**config.mk**
```make
export PLATFORM = sky130hd
export DESIGN_NAME = bmdma_regs
export DESIGN_NICKNAME = d
export VERILOG_FILES = /design/src/rtl/bmdma_pkg.sv /design/src/rtl/bmdma_cmd_ctl.sv /design/src/rtl/bmdma_base_reg.sv /design/src/rtl/bmdma_status.sv /design/src/rtl/bmdma_regs.sv
export SDC_FILE = /design/constraint.sdc
export NUM_CORES = 1
export LEC_CHECK = 0
export BUFFER_PORTS_ARGS = -buffer_cell sky130_fd_sc_hd__buf_2
export CELL_PAD_IN_SITES_DETAIL_PLACEMENT = 2
export CELL_PAD_IN_SITES_GLOBAL_PLACEMENT = 2
export CORE_MARGIN = 1.5
export CORE_UTILIZATION = 24
export DETAILED_ROUTE_END_ITERATION = 10
export GPL_ROUTABILITY_DRIVEN = 0
export PLACE_DENSITY = 0.79
export SLEW_MARGIN = 20
export SYNTH_ARGS = -nofsm -noshare
export SYNTH_HDL_FRONTEND = slang
export SYNTH_SLANG_ARGS = --single-unit
```
**constraint.sdc**
```tcl
create_clock -name clk -period 2.6 [get_ports clk]
set_input_delay 0.52 -clock clk [delete_from_list [all_inputs] [get_ports clk]]
set_output_delay 0.52 -clock clk [all_outputs]
set_load 0.01 [all_outputs]
```
**src/rtl/bmdma_pkg.sv**
```systemverilog
package bmdma_pkg;

  typedef enum logic [1:0] {
    SEL_CMD  = 2'd0,
    SEL_STAT = 2'd1,
    SEL_BASE = 2'd2,
    SEL_NONE = 2'd3
  } reg_sel_e;

  localparam int CMD_START = 0;
  localparam int CMD_DIR   = 3;
  localparam int ST_ACT    = 0;
  localparam int ST_ERR    = 1;
  localparam int ST_INT    = 2;

  function automatic int unsigned width_bytes(input logic [1:0] code);
    case (code)
      2'd0:    return 1;
      2'd1:    return 2;
      default: return 4;
    endcase
  endfunction

endpackage

```
**src/rtl/bmdma_cmd_ctl.sv**
```systemverilog
module bmdma_cmd_ctl (
  input  logic clk,
  input  logic rst_n,
  input  logic cmd_wr,
  input  logic wr_start,
  input  logic wr_dir,
  input  logic xfer_busy,
  input  logic eng_done,
  output logic start_o,
  output logic dir_o,
  output logic active_o,
  output logic reload_o,
  output logic kick_o
);

  logic start_q, dir_q, act_q, pend_q, reload_q, kick_q;
  logic start_d, dir_d, act_d, pend_d, reload_d, kick_d;
  logic drain_done;

  assign drain_done = pend_q && !xfer_busy;

  always_comb begin
    start_d  = start_q;
    dir_d    = dir_q;
    act_d    = act_q;
    pend_d   = pend_q;
    reload_d = 1'b0;
    kick_d   = 1'b0;
    if (eng_done || drain_done) begin
      act_d  = 1'b0;
      pend_d = 1'b0;
    end
    if (cmd_wr) begin
      start_d = wr_start;
      dir_d   = wr_dir;
      if (wr_start && !start_q) begin
        reload_d = 1'b1;
        pend_d   = 1'b0;
        if (!act_d) begin
          act_d  = 1'b1;
          kick_d = 1'b1;
        end
      end else if (!wr_start && start_q) begin
        if (xfer_busy) begin
          pend_d = act_d;
        end else begin
          act_d  = 1'b0;
          pend_d = 1'b0;
        end
      end
    end
  end

  always_ff @(posedge clk or negedge rst_n) begin
    if (!rst_n) begin
      start_q  <= 1'b0;
      dir_q    <= 1'b0;
      act_q    <= 1'b0;
      pend_q   <= 1'b0;
      reload_q <= 1'b0;
      kick_q   <= 1'b0;
    end else begin
      if (cmd_wr) begin
        start_q <= start_d;
        dir_q   <= dir_d;
      end
      act_q    <= act_d;
      pend_q   <= pend_d;
      reload_q <= reload_d;
      kick_q   <= kick_d;
    end
  end

  assign start_o  = start_q;
  assign dir_o    = dir_q;
  assign active_o = act_q;
  assign reload_o = reload_q;
  assign kick_o   = kick_q;


  start_rise_chk: assert property (@(posedge clk) disable iff (!rst_n)
    (cmd_wr && wr_start && !start_q) |=> (reload_q && act_q));


  same_start_quiet_chk: assert property (@(posedge clk) disable iff (!rst_n)
    (cmd_wr && (wr_start == start_q)) |=> (!reload_q && !kick_q));


  stop_drain_chk: assert property (@(posedge clk) disable iff (!rst_n)
    (act_q && xfer_busy && !eng_done) |=> act_q);


  restart_no_kick_chk: assert property (@(posedge clk) disable iff (!rst_n)
    (cmd_wr && wr_start && !start_q && act_q && !eng_done && !drain_done)
    |=> (act_q && !kick_q));

endmodule

```
**src/rtl/bmdma_base_reg.sv**
```systemverilog
module bmdma_base_reg #(
  parameter int ADDR_W = 32
) (
  input  logic              clk,
  input  logic              rst_n,
  input  logic              base_wr,
  input  logic [1:0]        off,
  input  logic [1:0]        size,
  input  logic [ADDR_W-1:0] wdata,
  output logic [ADDR_W-1:0] base_o,
  output logic [ADDR_W-1:0] rd_o
);
  import bmdma_pkg::*;

  localparam int NB = ADDR_W / 8;

  logic [ADDR_W-1:0] base_q, base_d, lane_data, rd_mask;
  logic [NB-1:0]     lane_en;
  int unsigned       nbytes;

  assign nbytes    = width_bytes(size);
  assign lane_data = wdata << {off, 3'b000};

  for (genvar g = 0; g < NB; g++) begin : g_lane
    assign lane_en[g] = base_wr && (g >= int'(off)) && (g < int'(off) + int'(nbytes));
    assign rd_mask[8*g +: 8] = (g < int'(nbytes)) ? 8'hFF : 8'h00;


    lane_hold_chk: assert property (@(posedge clk) disable iff (!rst_n)
      !lane_en[g] |=> $stable(base_q[8*g +: 8]));
  end

  always_comb begin
    base_d = base_q;
    for (int i = 0; i < NB; i++) begin
      if (lane_en[i]) base_d[8*i +: 8] = lane_data[8*i +: 8];
    end
    base_d[1:0] = 2'b00;
  end

  always_ff @(posedge clk or negedge rst_n) begin
    if (!rst_n) base_q <= '0;
    else if (base_wr) base_q <= base_d;
  end

  assign base_o = base_q;
  assign rd_o   = (base_q >> {off, 3'b000}) & rd_mask;

endmodule

```
**src/rtl/bmdma_status.sv**
```systemverilog
module bmdma_status (
  input  logic clk,
  input  logic rst_n,
  input  logic stat_wr,
  input  logic clr_err,
  input  logic clr_int,
  input  logic eng_err,
  input  logic dev_irq,
  output logic err_o,
  output logic int_o
);

  logic err_q, int_q, irq_prev_q;
  logic err_d, int_d, irq_rise;

  assign irq_rise = dev_irq && !irq_prev_q;

  always_comb begin
    err_d = err_q;
    int_d = int_q;
    if (stat_wr && clr_err) err_d = 1'b0;
    if (stat_wr && clr_int) int_d = 1'b0;
    if (eng_err)  err_d = 1'b1;
    if (irq_rise) int_d = 1'b1;
  end

  always_ff @(posedge clk or negedge rst_n) begin
    if (!rst_n) begin
      err_q      <= 1'b0;
      int_q      <= 1'b0;
      irq_prev_q <= 1'b0;
    end else begin
      err_q      <= err_d;
      int_q      <= int_d;
      irq_prev_q <= dev_irq;
    end
  end

  assign err_o = err_q;
  assign int_o = int_q;


  irq_rise_sets_chk: assert property (@(posedge clk) disable iff (!rst_n)
    (dev_irq && !irq_prev_q) |=> int_q);


  err_sticky_chk: assert property (@(posedge clk) disable iff (!rst_n)
    (err_q && !(stat_wr && clr_err)) |=> err_q);


  w1c_err_chk: assert property (@(posedge clk) disable iff (!rst_n)
    (stat_wr && clr_err && !eng_err) |=> !err_q);

endmodule

```
**src/rtl/bmdma_regs.sv**
```systemverilog
module bmdma_regs #(
  parameter int ADDR_W = 32
) (
  input  logic              clk,
  input  logic              rst_n,
  input  logic              reg_wr,
  input  logic [1:0]        reg_sel,
  input  logic [1:0]        reg_off,
  input  logic [1:0]        reg_size,
  input  logic [ADDR_W-1:0] reg_wdata,
  output logic [ADDR_W-1:0] reg_rdata,
  input  logic              xfer_busy,
  input  logic              eng_done,
  input  logic              eng_err,
  input  logic              dev_irq,
  output logic              host_irq,
  output logic              dma_active,
  output logic              dma_dir,
  output logic [ADDR_W-1:0] table_base,
  output logic              reload_ptr,
  output logic              kick
);
  import bmdma_pkg::*;

  reg_sel_e          sel;
  logic              cmd_wr, stat_wr, base_wr;
  logic              start_bit, err_bit, int_bit;
  logic [ADDR_W-1:0] base_rd;

  assign sel     = reg_sel_e'(reg_sel);
  assign cmd_wr  = reg_wr && (sel == SEL_CMD);
  assign stat_wr = reg_wr && (sel == SEL_STAT);
  assign base_wr = reg_wr && (sel == SEL_BASE);

  bmdma_cmd_ctl u_cmd (
    .clk      (clk),
    .rst_n    (rst_n),
    .cmd_wr   (cmd_wr),
    .wr_start (reg_wdata[CMD_START]),
    .wr_dir   (reg_wdata[CMD_DIR]),
    .xfer_busy(xfer_busy),
    .eng_done (eng_done),
    .start_o  (start_bit),
    .dir_o    (dma_dir),
    .active_o (dma_active),
    .reload_o (reload_ptr),
    .kick_o   (kick)
  );

  bmdma_base_reg #(.ADDR_W(ADDR_W)) u_base (
    .clk    (clk),
    .rst_n  (rst_n),
    .base_wr(base_wr),
    .off    (reg_off),
    .size   (reg_size),
    .wdata  (reg_wdata),
    .base_o (table_base),
    .rd_o   (base_rd)
  );

  bmdma_status u_stat (
    .clk    (clk),
    .rst_n  (rst_n),
    .stat_wr(stat_wr),
    .clr_err(reg_wdata[ST_ERR]),
    .clr_int(reg_wdata[ST_INT]),
    .eng_err(eng_err),
    .dev_irq(dev_irq),
    .err_o  (err_bit),
    .int_o  (int_bit)
  );

  assign host_irq = dev_irq;

  always_comb begin
    reg_rdata = '0;
    case (sel)
      SEL_CMD: begin
        reg_rdata[CMD_START] = start_bit;
        reg_rdata[CMD_DIR]   = dma_dir;
      end
      SEL_STAT: begin
        reg_rdata[ST_ACT] = dma_active;
        reg_rdata[ST_ERR] = err_bit;
        reg_rdata[ST_INT] = int_bit;
      end
      SEL_BASE: reg_rdata = base_rd;
      default:  reg_rdata = '0;
    endcase
  end


  reset_idle_chk: assert property (@(posedge clk)
    !rst_n |-> (!dma_active && !reload_ptr && !kick && (table_base == '0)));


  irq_forward_chk: assert property (@(posedge clk) disable iff (!rst_n)
    $rose(dev_irq) |-> host_irq);

endmodule

```
==> flow_summary.json <==
{
  "status": "finished, final reports clean",
  "setup_tns_ps": 0,
  "crit_path_max_fanout": 6,
  "fp-row-count": 39,
  "antenna_found_initial": 0,
  "nNetsFinal": 467,
  "track_usage": 0.175,
  "drt-pass1-iter-count": 4,
  "layout.cells.most_common": "buf_2",
  "cts-buffers-inserted": 5,
  "core-area_um2": 11600,
  "clk_root_buffer_cell": "clkbuf_16",
  "endpoint_kind": "register",
  "fin_skew_ps": 0.461,
  "htree_levels": 2,
  "cp.arrival_ps": 2690,
  "gr-usage-met3": 0.0295,
  "io_pins": 114,
  "globalRoute.totalOverflow": 0,
  "finalWirelength_um": 10700,
  "period_share": 0.970,
  "start_util": 0.250,
  "power_density_nw_per_um2": 610,
  "die_w_um": 113,
  "hold_viol": 0,
  "worst_slew_pin_slew_ps": 947,
  "path_cells": "buf_2 > or2_4 > inv_2 > ha_4 > inv_2 > fa_2 > inv_1 > o31ai_4 > mux2_4",
  "slew_violations": 0,
  "grt_most_used_layer": "met2",
  "post-route-util": 0.336,
  "post_drt_wl_per_cell_um": 19.3,
  "path_clk_slew_ps": 60,
  "min_path_type": "in -> reg",
  "ys_seq_area_frac": 0.337,
  "grt_pass1_vias": 3006,
  "io_buffers": 111,
  "ir_worst_vdd_v": 0.000222,
  "rsz0062_at_grt": "false",
  "grt_max_degree": 54,
  "grt_pass1_wl_um": 17200,
  "synth_cells": 288,
  "die_h_um": 113,
  "finalInstanceArea_um2": 3890,
  "crit_top_cell": "inv_2",
  "met1_usage": 0.223,
  "crit_type": "in -> reg",
  "clock_latency_ps": 280,
  "start_kind": "input pin",
  "ys.flop_type": "dfrtp_1",
  "max_freq_ghz": 0.397,
  "diodes": 0,
  "antenna_left": 0,
  "cap_violations": 0,
  "cp.required_ps": 2770,
  "synth_edf_count": 0,
  "hold_buffers": 0,
  "drive_gt1_frac": 0.460,
  "syn_avg_cell_area_um2": 10.0,
  "finalSetupViolations": 0,
  "num_vias": 2675,
  "cts_buffer_depth": 2,
  "slew_headroom": 0.369,
  "vias_per_cell": 4.81,
  "area_growth_pct": 34.3,
  "clock_sinks": 39,
  "slowest_stage": "fa_2",
  "met2_usage": 0.307,
  "leakagePower_nw": 2.05,
  "synth-async-reset-ratio": 1.00,
  "synth_cell_type_count": 43,
  "syn_area_um2": 2890,
  "synth_warnings": 0,
  "finalCriticalPeriod_ps": 2520,
  "dieArea_um2": 12700,
  "dp.final_hpwl_um": 8390,
  "cpPeakStageDelay_ps": 570,
  "dpl-instance-area_um2": 3750,
  "drc": 0,
  "ys_seq_elements": 39,
  "drt_first_iter_violations": 64,
  "cts_tree": "done",
  "layout_common_cells": "buf_2, dfrtp_1, mux2i_1"
}
-- path summary, 6_finish.rpt --
kind | startpoint | depth (start not counted) | end | slack (ps)
hold / removal | dev_irq | 1 | u_stat.irq_prev_q | 370
min in group asynchronous | rst_n | 1 | u_cmd.active_o | 380
max in group asynchronous | rst_n | 1 | u_base.base_o[5] | 1620
setup reg to reg | u_cmd.start_o | 3 | u_cmd.pend_q | 1490
hold reg to reg | u_stat.irq_prev_q | 1 | u_stat.int_o | 420
setup / recovery | reg_size[0] | 9 | u_base.base_o[2] | 80
-- worst max-delay path, delay by kind of cell --
kind | cells | cell delay (ps)
buffers and inverters | 4 | 310
and+or+nand+nor | 1 | 250
AOI/OAI and AO/OA | 1 | 560
adders and majority gates | 2 | 690
muxes | 1 | 350
-- synth_stat cells, types with 7 or more instances --
cell	n	area share
dfrtp_1	39	0.34
mux2i_1	38	0.13
nand2_1	35	0.045
nor2_1	24	0.031
mux2_2	19	0.074
o21ai_0	16	0.028
mux2_4	14	0.073
and2_1	9	0.019
inv_1	9	0.012
a21oi_1	8	0.014
mux2_1	8	0.031
ha_1	7	0.030
-- layer usage --
metal / wire [um] / vias up
li1: - / 1249
met1: 4860 / 1342
met2: 5290 / 72
met3: 415 / 12
met4: 166 / 0
met5: 0 / -
-- through the flow --
step | hold WS [ps] | instances | setup WS (ps) | power, W
2_1_floorplan | 224 | 289 | -26.9 | 0.00140
3_3_place_gp | 404 | 550 | -177 | 0.00177
3_5_place_dp | 420 | 550 | -275 | 0.00181
4_1_cts | 367 | 556 | 19.3 | 0.00240
5_1_grt | 373 | 556 | 12.4 | 0.00252
6_report | 372 | 556 | 78.3 | 0.00237
-- logic make-up after synthesis --
logic type	count (synthesis)	share of synthesized area
and+or+nand+nor	95	0.157
other	1	0.00130
adders and majority gates	8	0.0372
AOI/OAI and AO/OA	39	0.109
buffers and inverters	27	0.0489
DFF	39	0.337
muxes	79	0.309
-- state kept, by name, summed over array words and instances, names as in the netlist --
name and flops:
u_base.base_o 30, u_cmd.active_o 1, u_cmd.dir_o 1, u_cmd.kick_o 1, u_cmd.pend_q 1, u_cmd.reload_o 1, u_cmd.start_o 1, u_stat.err_o 1
u_stat.int_o 1, u_stat.irq_prev_q 1
-- power breakdown --
group	switching, W	internal, W	leakage, nW
Clock	0.000232	0.000345	0.0628
Combinational	0.000432	0.000429	1.51
Sequential	0.000180	0.000754	0.478
Total	0.000844	0.00153	2.05
-- cell type report --
class	count	area, um^2
Sequential cell	39	976
Inverter	9	33.8
Multi-Input combinational cell	223	1800
Timing Repair Buffer	136	768
Tap cell	143	179
Fill cell	1285	7680
Clock buffer	6	129
-- what timing repair did --
item,CTS,global route
resized for setup,1,1
pin swaps,0,1
endpoints found under the setup margin,1,8
setup buffers,0,0
gates cloned,0,0
Note: power is estimated with default switching activity, not from simulation.
